`config.mk`:
```
export PLATFORM = sky130hd
export DESIGN_NAME = txring_gather
export DESIGN_NICKNAME = d
export VERILOG_FILES = /design/src/rtl/txring_gather.sv
export SDC_FILE = /design/constraint.sdc
export NUM_CORES = 1
export LEC_CHECK = 0
export ABC_CLOCK_PERIOD_IN_PS = 5380
export BUFFER_PORTS_ARGS = -buffer_cell sky130_fd_sc_hd__buf_2
export CAP_MARGIN = 20
export CELL_PAD_IN_SITES_DETAIL_PLACEMENT = 1
export CELL_PAD_IN_SITES_GLOBAL_PLACEMENT = 1
export CORE_MARGIN = 3
export CORE_UTILIZATION = 35
export CTS_CLUSTER_DIAMETER = 40
export DETAILED_ROUTE_END_ITERATION = 10
export PLACE_DENSITY = 0.66
export SETUP_SLACK_MARGIN = 0.1
export SLEW_MARGIN = 20
export SYNTH_ARGS = -nofsm -noshare
export SYNTH_HDL_FRONTEND = slang
export SYNTH_SLANG_ARGS = --single-unit
```
`constraint.sdc`:
```
create_clock -name clk -period 5.38 [get_ports clk]
set_input_delay 1.076 -clock clk [delete_from_list [all_inputs] [get_ports clk]]
set_output_delay 1.076 -clock clk [all_outputs]
set_load 0.01 [all_outputs]
```
`src/rtl/txring_gather.sv`:
```
module txring_gather #(
  parameter int MAX_FRAMES  = 4,
  parameter int SETUP_WORDS = 48
) (
  input  logic        clk,
  input  logic        rst_n,
  input  logic [31:0] ring_base,
  input  logic        tx_start,
  input  logic        poll,
  output logic        mem_req,
  output logic        mem_we,
  output logic [31:0] mem_addr,
  output logic [31:0] mem_wdata,
  input  logic        mem_ack,
  input  logic [31:0] mem_rdata,
  output logic [7:0]  tx_data,
  output logic        tx_valid,
  output logic        tx_first,
  output logic        tx_last,
  input  logic        tx_ready,
  output logic [31:0] setup_data,
  output logic        setup_valid,
  output logic        setup_last,
  output logic        tx_stat,
  output logic        tx_irq,
  input  logic        stat_clr
);
  localparam int FRW = $clog2(MAX_FRAMES + 1);
  localparam int SIW = $clog2(SETUP_WORDS + 1);
  localparam int B_OWN = 31;
  localparam int B_IC  = 31;
  localparam int B_LS  = 30;
  localparam int B_FS  = 29;
  localparam int B_SET = 27;
  localparam int B_TER = 25;
  localparam int B_TCH = 24;

  typedef enum logic [3:0] {
    S_IDLE, S_SC0, S_SC1, S_SC3, S_SU2, S_SUD,
    S_G1, S_G2, S_G3, S_GBUF, S_GEM, S_GDONE, S_GCLR, S_FIN
  } st_t;

  st_t         st;
  logic [31:0] ptr, cptr, w3r, baddr, wd;
  logic [10:0] sz1, sz2, bleft;
  logic        c_ic, c_ls, c_fs, c_set, c_ter, c_tch;
  logic        ic0, first_d, sent, bsel;
  logic [1:0]  bidx;
  logic [15:0] tot;
  logic [FRW-1:0] nfr;
  logic [SIW-1:0] sidx;
  logic        idle;

  function automatic logic [31:0] next_of(input logic [31:0] p, input logic ter,
                                          input logic tch, input logic [31:0] w3,
                                          input logic [31:0] base);
    return ter ? base : (tch ? w3 : p + 32'd16);
  endfunction

  wire        seg_end   = c_ls | c_set;
  wire        buf2_ok   = (sz2 != 11'd0) && !c_tch;
  wire [31:0] nx        = next_of(cptr, c_ter, c_tch, w3r, ring_base);
  wire        start_ok  = poll && tx_start && (ring_base != 32'd0);
  wire        last_frm  = (nfr == FRW'(MAX_FRAMES - 1));

  assign idle      = (st == S_IDLE);
  assign mem_wdata = 32'd0;
  assign tx_valid  = (st == S_GEM);
  assign tx_data   = wd[8*bidx +: 8];
  assign tx_first  = !sent;
  assign tx_last   = (tot == 16'd1);

  always_comb begin
    mem_req  = 1'b1;
    mem_we   = 1'b0;
    mem_addr = cptr;
    case (st)
      S_SC0:         mem_addr = cptr;
      S_SC1, S_G1:   mem_addr = cptr + 32'd4;
      S_SU2, S_G2:   mem_addr = cptr + 32'd8;
      S_SC3, S_G3:   mem_addr = cptr + 32'd12;
      S_SUD, S_GBUF: mem_addr = baddr;
      S_GCLR: begin mem_we = 1'b1; mem_addr = cptr; end
      S_FIN:  begin mem_we = 1'b1; mem_addr = ptr;  end
      default: mem_req = 1'b0;
    endcase
  end

  always_ff @(posedge clk) begin
    if (!rst_n) begin
      st <= S_IDLE;
      ptr <= '0; cptr <= '0; w3r <= '0; baddr <= '0; wd <= '0;
      sz1 <= '0; sz2 <= '0; bleft <= '0;
      {c_ic, c_ls, c_fs, c_set, c_ter, c_tch} <= '0;
      ic0 <= 1'b0; first_d <= 1'b0; sent <= 1'b0; bsel <= 1'b0;
      bidx <= '0; tot <= '0; nfr <= '0; sidx <= '0;
      setup_data <= '0; setup_valid <= 1'b0; setup_last <= 1'b0;
      tx_stat <= 1'b0; tx_irq <= 1'b0;
    end else begin
      setup_valid <= 1'b0;
      tx_irq      <= 1'b0;
      if (st == S_FIN && mem_ack) tx_stat <= 1'b1;
      else if (stat_clr)          tx_stat <= 1'b0;

      case (st)
        S_IDLE: begin
          if (!tx_start) ptr <= ring_base;
          if (start_ok) begin
            cptr <= ptr; first_d <= 1'b1; tot <= '0; nfr <= '0;
            st <= S_SC0;
          end
        end
        S_SC0: if (mem_ack) st <= mem_rdata[B_OWN] ? S_SC1 : S_IDLE;
        S_SC1, S_G1: if (mem_ack) begin
          sz1 <= mem_rdata[10:0];
          sz2 <= mem_rdata[21:11];
          {c_ic, c_ls, c_fs, c_set, c_ter, c_tch} <=
            {mem_rdata[B_IC], mem_rdata[B_LS], mem_rdata[B_FS],
             mem_rdata[B_SET], mem_rdata[B_TER], mem_rdata[B_TCH]};
          st <= (st == S_SC1) ? S_SC3 : S_G2;
        end
        S_SC3: if (mem_ack) begin
          w3r <= mem_rdata;
          if (first_d) ic0 <= c_ic;
          if (first_d && !c_fs && !c_ls) begin
            st <= c_set ? S_SU2 : S_FIN;
          end else begin
            tot <= tot + {5'd0, sz1} + (c_tch ? 16'd0 : {5'd0, sz2});
            if (seg_end) begin
              cptr <= ptr; first_d <= 1'b1; sent <= 1'b0; st <= S_G1;
            end else begin
              cptr <= next_of(cptr, c_ter, c_tch, mem_rdata, ring_base);
              first_d <= 1'b0; st <= S_SC0;
            end
          end
        end
        S_SU2: if (mem_ack) begin
          baddr <= mem_rdata; sidx <= '0; st <= S_SUD;
        end
        S_SUD: if (mem_ack) begin
          setup_valid <= 1'b1;
          setup_data  <= mem_rdata;
          setup_last  <= (sidx == SIW'(SETUP_WORDS - 1));
          baddr <= baddr + 32'd4;
          sidx  <= sidx + 1'b1;
          if (sidx == SIW'(SETUP_WORDS - 1)) st <= S_FIN;
        end
        S_G2: if (mem_ack) begin baddr <= mem_rdata; st <= S_G3; end
        S_G3: if (mem_ack) begin
          w3r <= mem_rdata; bsel <= 1'b0;
          if (sz1 != 11'd0) begin
            bleft <= sz1; st <= S_GBUF;
          end else if (buf2_ok) begin
            baddr <= mem_rdata; bleft <= sz2; bsel <= 1'b1; st <= S_GBUF;
          end else begin
            st <= S_GDONE;
          end
        end
        S_GBUF: if (mem_ack) begin wd <= mem_rdata; bidx <= '0; st <= S_GEM; end
        S_GEM: if (tx_ready) begin
          sent  <= 1'b1;
          tot   <= tot - 16'd1;
          bleft <= bleft - 11'd1;
          bidx  <= bidx + 2'd1;
          if (bleft == 11'd1) begin
            if (!bsel && buf2_ok) begin
              baddr <= w3r; bleft <= sz2; bsel <= 1'b1; st <= S_GBUF;
            end else begin
              st <= S_GDONE;
            end
          end else if (bidx == 2'd3) begin
            baddr <= baddr + 32'd4; st <= S_GBUF;
          end
        end
        S_GDONE, S_GCLR: begin
          if (st == S_GDONE && !first_d) begin
            st <= S_GCLR;
          end else if (st == S_GDONE || mem_ack) begin
            if (seg_end) st <= S_FIN;
            else begin cptr <= nx; first_d <= 1'b0; st <= S_G1; end
          end
        end
        S_FIN: if (mem_ack) begin
          ptr <= nx;
          tx_irq <= ic0;
          if (last_frm) st <= S_IDLE;
          else begin
            nfr <= nfr + 1'b1; cptr <= nx; first_d <= 1'b1; tot <= '0;
            st <= S_SC0;
          end
        end
        default: st <= S_IDLE;
      endcase
    end
  end
endmodule


```
==> summary.md, run 1 <==
| Metric | Value |
|---|---|
| 1st-iter DRT viols | 2262 |
| XOR/XNOR share of the synthesized area | 0.0251 |
| Worst path arrival time | 3.97 ns |
| Largest buffer count on any clock path | 3 |
| Synthesized area per cell | 7.25 um2 |
| Ys async rst share | 0 |
| Final Net Count | approximately 2600 |
| Clk root buf | clkbuf_16 |
| EDFF count, synth | 0 |
| R2R Path End | tot[11] |
| Mapped cell area | around 18000 um2 |
| Clock sinks | 270 |
| Largest family of logic cells by synthesized area | compound AO/OA/AOI/OAI gates |
| Psw | about 0.0019 W |
| Cells along the critical path | or4b_2 -> nand2_1 -> inv_1 -> fa_1 -> or3_1 -> a21oi_1 -> nand2_1 -> o211ai_1 -> o311ai_0 -> buf_2 |
| Pwr Total | between 0.006 and 0.007 W |
| Grt ovf | 0 |
| Synth Area in Simple Gates | 0.239 |
| Post-synthesis mux area share | 0.0213 |
| Flops & latches, synth | 270 |
| Vias in the first global route | 19900 |
| Area contributors post-synth | dfxtp_1 (30%), nand2_1 (9.1%), a21oi_1 (8.6%) |
| # rows | 82 |
| Hold Crit Start | setup_data[16] |
| Antenna Nets Post-Route | 0 |
| Final Setup Violations | 0 |
| Status | finished clean |
| Clk_lat worst skew | between 0.6 and 0.7 ns |
| Synth Area in Compound Gates | 0.313 |
| Initial antenna violation count | 5 |
| RSZ-0062 raised after global routing | false |
| FF+latch area | 5410 um2 |
| Max-cap violations | 0 |
| Tightest Pin Transition | 1.11 ns |
| Core area | slightly above 50000 um2 |
| Critical-path top delay cell | or4b_2 |
| Final Critical Period | between 5 and 6 ns |
| Max Transition Viols Final | 0 |
| Multi-input gate area | 11400 um2 |
| Die width | between 200 and 250 um |
| Hold-fix buffers, CTS | 0 |
| PwrDens | 313 nW/um2 |
| Hold Crit Depth | 2 |
| Sw Ratio | 0.285 |
| Global-route wire length before repair | between 100000 and 150000 um |
| Register area share after synthesis | 0.303 |
| CTS tree | done |
| Yosys warns | 0 |
| Detailed Place HPWL | 62000 um |
| Buf+Inv Stages, Crit Path | 2 |
| R2R depth | 10 |
| Worst-path clk slew | 0.05 ns |
| Worst VDD drop | roughly 0.24 mV |
| Ys flop type | dfxtp_1 |
| Starting density of the core | 0.355 |
| TritonCTS Buffers | slightly below 60 |
| Number of fill cells | between 6000 and 7000 |
| Critical path's top delay family | simple AND/OR/NAND/NOR gates |
| Clock power frac | 0.572 |
| CP required | 4.30 ns |
| Drt total wl | slightly below 90000 um |
| Finished Core Util | 0.418 |
| Total number of vias | ~21000 |
| Crit Path Category | reg2out |
| Comb power frac | 0.096 |
| Worst hold endpoint | setup_data[16] |
| Startpoint Class | flop |
| Post-DR wirelength/cell | 27.3 um |
| Worst R2R Setup Slack | approximately 1.8 ns |
| # resized after CTS | 0 |
| Flop pwr share | 0.332 |
| GPL Wtd Cong | around 0.93 |
| Pin count of the biggest net entering global routing | around 100 |
| Setup bufs post-CTS | 0 |
| Reg-to-Reg Start | sz2[1] |
| IO Pins | around 180 |
| Fmax | a little under 200 MHz |
| DRC violations left | 0 |
| Dominant cell type by area after synthesis | dfxtp_1 |
| CP Max Fanout | 8 |
| Share of the synthesized area in the top cell type | 0.303 |
| Via density | approximately 6.4 |
| Crit share post-route | 0.938 |
| Internal Power | 0.00471 W |
| Crit. End Element | primary output |
| P&R area growth vs syn | 17.9% |
| Worst slew margin | 0.257 |
| CP most frequent cell | nand2_1 |
| WHS | approximately 0.45 ns |
| Unique masters post-synth | slightly below 90 |
| Clock Skew | ~0.036 ns |
| Hold crit path type | reg2reg |
| Final hold violation count | 0 |
| H-tree depth | 2 |
| Setup TNS | 0 ns |
| Adder-Cell Fraction of Synth Area | 0.0307 |
| Share of cells above drive strength 1 | 0.145 |
| Port buffer count | 151 |
| Die height | 232 um |
| Mapped Cells | between 2000 and 2500 |
| LEAKAGE | about 7.6 nW |
| Die footprint | 53700 um2 |
| TritonRoute pass-1 iters | 7 |
| Total track usage | 0.315 |
| Max incr delay on CP | 0.83 ns |
## worst max-delay path by stage
stage                from      endpoint  slack (ns)  cells after the start
finish              st[0]  mem_addr[16]        0.33                     10
global route        st[0]  mem_addr[16]        0.13                     10
CTS                 st[0]  mem_addr[16]        0.30                     10
detailed placement  st[0]  mem_addr[16]        0.95                     10
global placement    st[0]  mem_addr[16]        1.01                     10
floorplan           st[0]  mem_addr[21]        1.25                     11
## logic make-up after synthesis
group | Yosys count
and+or+nand+nor | 920
AOI/OAI and AO/OA | 877
buffers and inverters | 277
DFF | 270
xor gates and xnor gates | 51
adders and majority gates | 36
muxes | 26
other | 1
## cells in the final DEF, fill, tap and decap left out, types with 23 or more instances in the layout
master and instances:
inv_1 29, xnor2_1 28, nand4_1 28, xor2_1 23, a221oi_1 28, a22oi_1 34
nor2_1 135, a21oi_1 307, nor4_1 30, o211ai_1 48, and3_1 29, o21ai_0 166
ha_1 23, nand2_1 433, conb_1 32, a211oi_1 29, buf_2 150, buf_4 53
nor3_1 61, o21a_1 25, clkbuf_16 59, nand3_1 66, nand2b_1 27, a31oi_1 44
dfxtp_1 268
## state kept, by name, summed over array words and instances (netlist names), 2 cells and up
signal      count
baddr          32
bidx            2
bleft          11
cptr           32
nfr             3
ptr            32
setup_data     32
sidx            6
st              4
sz1            11
sz2            11
tot            16
w3r            32
wd             32
## synthesized netlist by cell type, types with 12 or more instances
| master | instances |
|---|---|
| a211oi_1 | 30 |
| a21oi_1 | 308 |
| a221oi_1 | 28 |
| a222oi_1 | 18 |
| a22oi_1 | 34 |
| a31oi_1 | 44 |
| and2_1 | 15 |
| and3_1 | 29 |
| buf_2 | 21 |
| buf_4 | 33 |
| clkbuf_1 | 181 |
| dfxtp_1 | 270 |
| fa_1 | 13 |
| ha_1 | 23 |
| inv_1 | 29 |
| mux2i_1 | 12 |
| nand2_1 | 434 |
| nand2b_1 | 27 |
| nand3_1 | 66 |
| nand4_1 | 28 |
| nor2_1 | 141 |
| nor2b_1 | 17 |
| nor3_1 | 62 |
| nor4_1 | 33 |
| o211ai_1 | 48 |
| o21a_1 | 25 |
| o21ai_0 | 168 |
| o22ai_1 | 16 |
| o31ai_1 | 13 |
| o32ai_1 | 13 |
| or3_1 | 15 |
| xnor2_1 | 28 |
| xor2_1 | 23 |
## worst register-to-register path, cell delays in order (launching register included)
cell and delay, ns:
dfxtp_1 0.47, nor2b_1 0.22, fa_1 0.43, ha_1 0.25
fa_1 0.44, a211oi_1 0.47, o211ai_1 0.24, and2_1 0.26
a211oi_1 0.38, nor2_1 0.07, o21a_1 0.20
## layout make-up
| class | instances | share of cell area |
|---|---|---|
| multi-input cells | 1942 | 0.544 |
| flip-flops and latches | 270 | 0.257 |
| clock buffers | 73 | 0.0760 |
| repair buffers | 203 | 0.0546 |
| well taps | 672 | 0.0400 |
| clock inverters | 36 | 0.0221 |
| inverters | 33 | 0.00613 |
| diodes | 2 | 0.000238 |
## power by group through the flow
stage | clock [W] | sequential [W] | combinational [W]
final | 0.00377 | 0.00219 | 0.000630
after global routing | 0.00391 | 0.00219 | 0.000672
after CTS | 0.00381 | 0.00218 | 0.000614
after detailed placement | 0 | 0.00222 | 0.000610
after global placement | 0 | 0.00222 | 0.000600
after floorplan | 0 | 0.00213 | 0.000417
## metrics by stage
step | instances | cell area [um2] | setup WS [ns]
floorplan | 2489 | 17900 | 1.25
global route | 3230 | 21000 | 0.135
detailed placement | 3120 | 19000 | 0.955
global placement | 3120 | 19000 | 1.01
finish | 3231 | 21000 | 0.332
CTS | 3229 | 21000 | 0.296
## routing by layer
layer / global-route usage / up-vias / wire length (um)
met2: 0.449 / 1053 / 36300
met5: 0 / - / 27
met1: 0.444 / 10400 / 39000
li1: - / 9092 / -
met4: 0.105 / 4 / 2800
met3: 0.105 / 163 / 10100
(Power assumes the default switching activity.)
==> run 2: changes to the inputs <==
Settings changed: ABC_CLOCK_PERIOD_IN_PS 5380 to 4600, PLACE_DENSITY 0.66 to 0.69.
Clock period 5.38 ns to 4.6 ns, I/O delays scaled along.
==> run 2 against run 1 <==
  * Combinational power is 20% higher
  * Global-route usage increased by 0.32 points
  * Die area is the same
  * Power up 11%
  * Sequential share of layout area grew 0.060 points
  * Utilization is 0.097 points lower
  * Flip-flop and latch count unchanged
  * Critical path type unchanged
  * Largest cell class unchanged
==> summary.md, run 2 (synthesis results as in run 1) <==
| Metric | Value |
|---|---|
| Clock power frac | 0.546 (was 0.572) |
| # rows | 82 (unchanged) |
| Largest buffer count on any clock path | 3 (unchanged) |
| Critical-path top delay cell | or4_1 (was or4b_2) |
| CTS tree | done (unchanged) |
| Final hold violation count | 0 (unchanged) |
| DP Cell Count | 3137 (was 3120) |
| RSZ-0062 raised after global routing | true (was false) |
| Most frequent cells in the layout | nand2_1 (433), a21oi_1 (306), dfxtp_1 (268) (was nand2_1 (433), a21oi_1 (307), dfxtp_1 (268)) |
| Worst VDD drop | 0.286 mV (was 0.235 mV) |
| Fmax | between 200 and 250 MHz |
| TritonCTS Buffers | 53 (was 58) |
| Die width | 232 um (unchanged) |
| Worst hold endpoint | tx_irq (was setup_data[16]) |
| Status | finished clean (unchanged) |
| DRC violations left | 0 (unchanged) |
| Via density | 6.37 (was 6.41) |
| CP Max Fanout | 10 (was 8) |
| Worst path arrival time | 3.61 ns (was 3.97 ns) |
| Pin count of the biggest net entering global routing | 75 (was 103) |
| Clk_lat worst skew | 0.60 ns (was 0.63 ns) |
| Antenna Nets Post-Route | 0 (unchanged) |
| IO Pins | 184 (unchanged) |
| Worst-path clk slew | 0.05 ns (about the same) |
| Internal Power | 0.00521 W (was 0.00471 W) |
| Comb power frac | 0.104 (was 0.096) |
| Reg-to-Reg Start | sz2[1] (unchanged) |
| Tightest Pin Transition | 1.11 ns (about the same) |
| H-tree depth | 2 (unchanged) |
| Total track usage | 0.318 (was 0.315) |
| Startpoint Class | flop (unchanged) |
| Cells along the critical path | ha_1 -> nand3_2 -> or3_1 -> or4_1 -> o311ai_0 -> buf_2 (was or4b_2 -> nand2_1 -> inv_1 -> fa_1 -> or3_1 -> a21oi_1 -> nand2_1 -> o211ai_1 -> o311ai_0 -> buf_2) |
| Die height | 232 um (unchanged) |
| Share of cells above drive strength 1 | 0.151 (was 0.145) |
| CP required | 3.68 ns (was 4.30 ns) |
| Max-cap violations | 0 (unchanged) |
| Initial antenna violation count | 1 (was 5) |
| PwrDens | 347 nW/um2 (was 313 nW/um2) |
| Core area | 50300 um2 (unchanged) |
| Starting density of the core | 0.355 (unchanged) |
| Final Critical Period | ~4.5 ns |
| Setup TNS | 0 ns (unchanged) |
| Final Setup Violations | 0 (unchanged) |
| Hold Crit Depth | 2 (unchanged) |
| Worst R2R Setup Slack | 1.11 ns (was 1.81 ns) |
| Flop pwr share | 0.350 (was 0.332) |
| Crit Path Category | reg2out (unchanged) |
| Psw | 0.00207 W (was 0.00188 W) |
| Crit share post-route | 0.984 |
| Drt total wl | 88500 um (was 88200 um) |
| GPL Wtd Cong | 0.969 (was 0.933) |
| Clk root buf | clkbuf_16 (unchanged) |
| Worst slew margin | 0.259 (was 0.257) |
| Final non-filler cell total | 3234 (was 3231) |
| Clock sinks | 270 (unchanged) |
| Vias in the first global route | 19900 (about the same) |
| Multi-input gate area | 11500 um2 (was 11400 um2) |
| Max incr delay on CP | 0.70 ns (was 0.83 ns) |
| Die footprint | 53700 um2 (unchanged) |
| Grt ovf | 0 (unchanged) |
| Number of fill cells | 6256 (was 6251) |
| Sw Ratio | 0.285 (about the same) |
| R2R depth | 10 (unchanged) |
| Crit. End Element | primary output (unchanged) |
| R2R Path End | tot[11] (unchanged) |
| Final Net Count | 2629 (was 2615) |
| Post-DR wirelength/cell | 27.4 um (was 27.3 um) |
| Hold crit path type | reg2reg (unchanged) |
| Hold Crit Start | ic0 (was setup_data[16]) |
| Ant. Diodes | 0 (was 2) |
| Detailed Place HPWL | 62900 um (was 62000 um) |
| Max Transition Viols Final | 0 (unchanged) |
| Total number of vias | 20600 (was 20700) |
| Port buffer count | 151 (unchanged) |
| FF+latch area | 5410 um2 (unchanged) |
| TritonRoute pass-1 iters | 9 (was 7) |
| Clock Skew | 0.0180 ns (was 0.0363 ns) |
| Commonest non-fill, non-tap cell in the layout | nand2_1 (unchanged) |
| Global-route wire length before repair | 131000 um (was 129000 um) |
| 1st-iter DRT viols | 2385 (was 2262) |
| Hold-fix buffers, CTS | 0 (unchanged) |
| P&R area growth vs syn | 17.7% (was 17.9%) |
| LEAKAGE | 7.55 nW (was 7.56 nW) |
-- run 2: cell count changes in the layout (fill, tap and decap cells not counted), sizes merged --
cell / change
inv: -1
clkinvlp: -3
buf: +19
bufinv: -1
clkbuf: -9
diode: -2
-- run 2: how the worst max path moves through the flow --
stage	start	end	slack, ns
6_report	cptr[4]	mem_addr[28]	0.07
4_1_cts	st[0]	mem_addr[21]	0.11
5_1_grt	st[2]	mem_addr[21]	0.04
3_3_place_gp	st[0]	mem_addr[16]	0.57
3_5_place_dp	st[0]	mem_addr[16]	0.54
2_1_floorplan	st[0]	mem_addr[21]	0.63
-- run 2: worst max-delay path: cells and delay by family (launching register included) --
| family | cells | cell delay, ns |
|---|---|---|
| simple gates | 3 | 1.41 |
| compound gates | 1 | 0.46 |
| flops | 1 | 0.56 |
| fa+ha+maj | 1 | 0.37 |
| buf+inv | 1 | 0.22 |
-- run 2: what timing repair did --
item,in CTS,in global routing
pin swaps,0,3
resized for setup,3,9
setup endpoints to repair,4,9
buffers inserted,0,2
cloned,0,0
-- run 2: layout make-up --
| class | count | share of cell area |
|---|---|---|
| clock buffers | 64 | 0.0681 |
| multi-input cells | 1942 | 0.547 |
| clock inverters | 31 | 0.0184 |
| repair buffers | 222 | 0.0623 |
| well taps | 672 | 0.0401 |
| flip-flops and latches | 270 | 0.258 |
| inverters | 33 | 0.00614 |
-- run 2: per-stage QoR --
stage                     utilization  setup WS [ns]  total power, W  hold WS [ns]  instance area, um2
final                           0.417         0.0744         0.00728         0.437               21000
after global routing            0.417         0.0381         0.00747         0.449               21000
after CTS                       0.416          0.105         0.00729         0.439               20900
after detailed placement        0.380          0.536         0.00331         0.432               19100
after global placement          0.380          0.569         0.00330         0.425               19100
after floorplan                     -          0.631         0.00298         0.409               17900
-- run 2: per-layer routing --
layer / GRT usage / wire (um) / up-vias
li1: - / - / 9103
met1: 0.457 / 39000 / 10200
met2: 0.459 / 36600 / 1090
met3: 0.0910 / 10100 / 144
met4: 0.0957 / 2780 / 2
met5: 0 / 14 / -
-- run 2: power by group through the flow --
| stage | clock (W) | combinational (W) | sequential, W |
|---|---|---|---|
| final | 0.00397 | 0.000757 | 0.00255 |
| after detailed placement | 0 | 0.000727 | 0.00259 |
| after CTS | 0.00401 | 0.000735 | 0.00254 |
| after global placement | 0 | 0.000718 | 0.00258 |
| after floorplan | 0 | 0.000488 | 0.00249 |
| after global routing | 0.00411 | 0.000803 | 0.00256 |
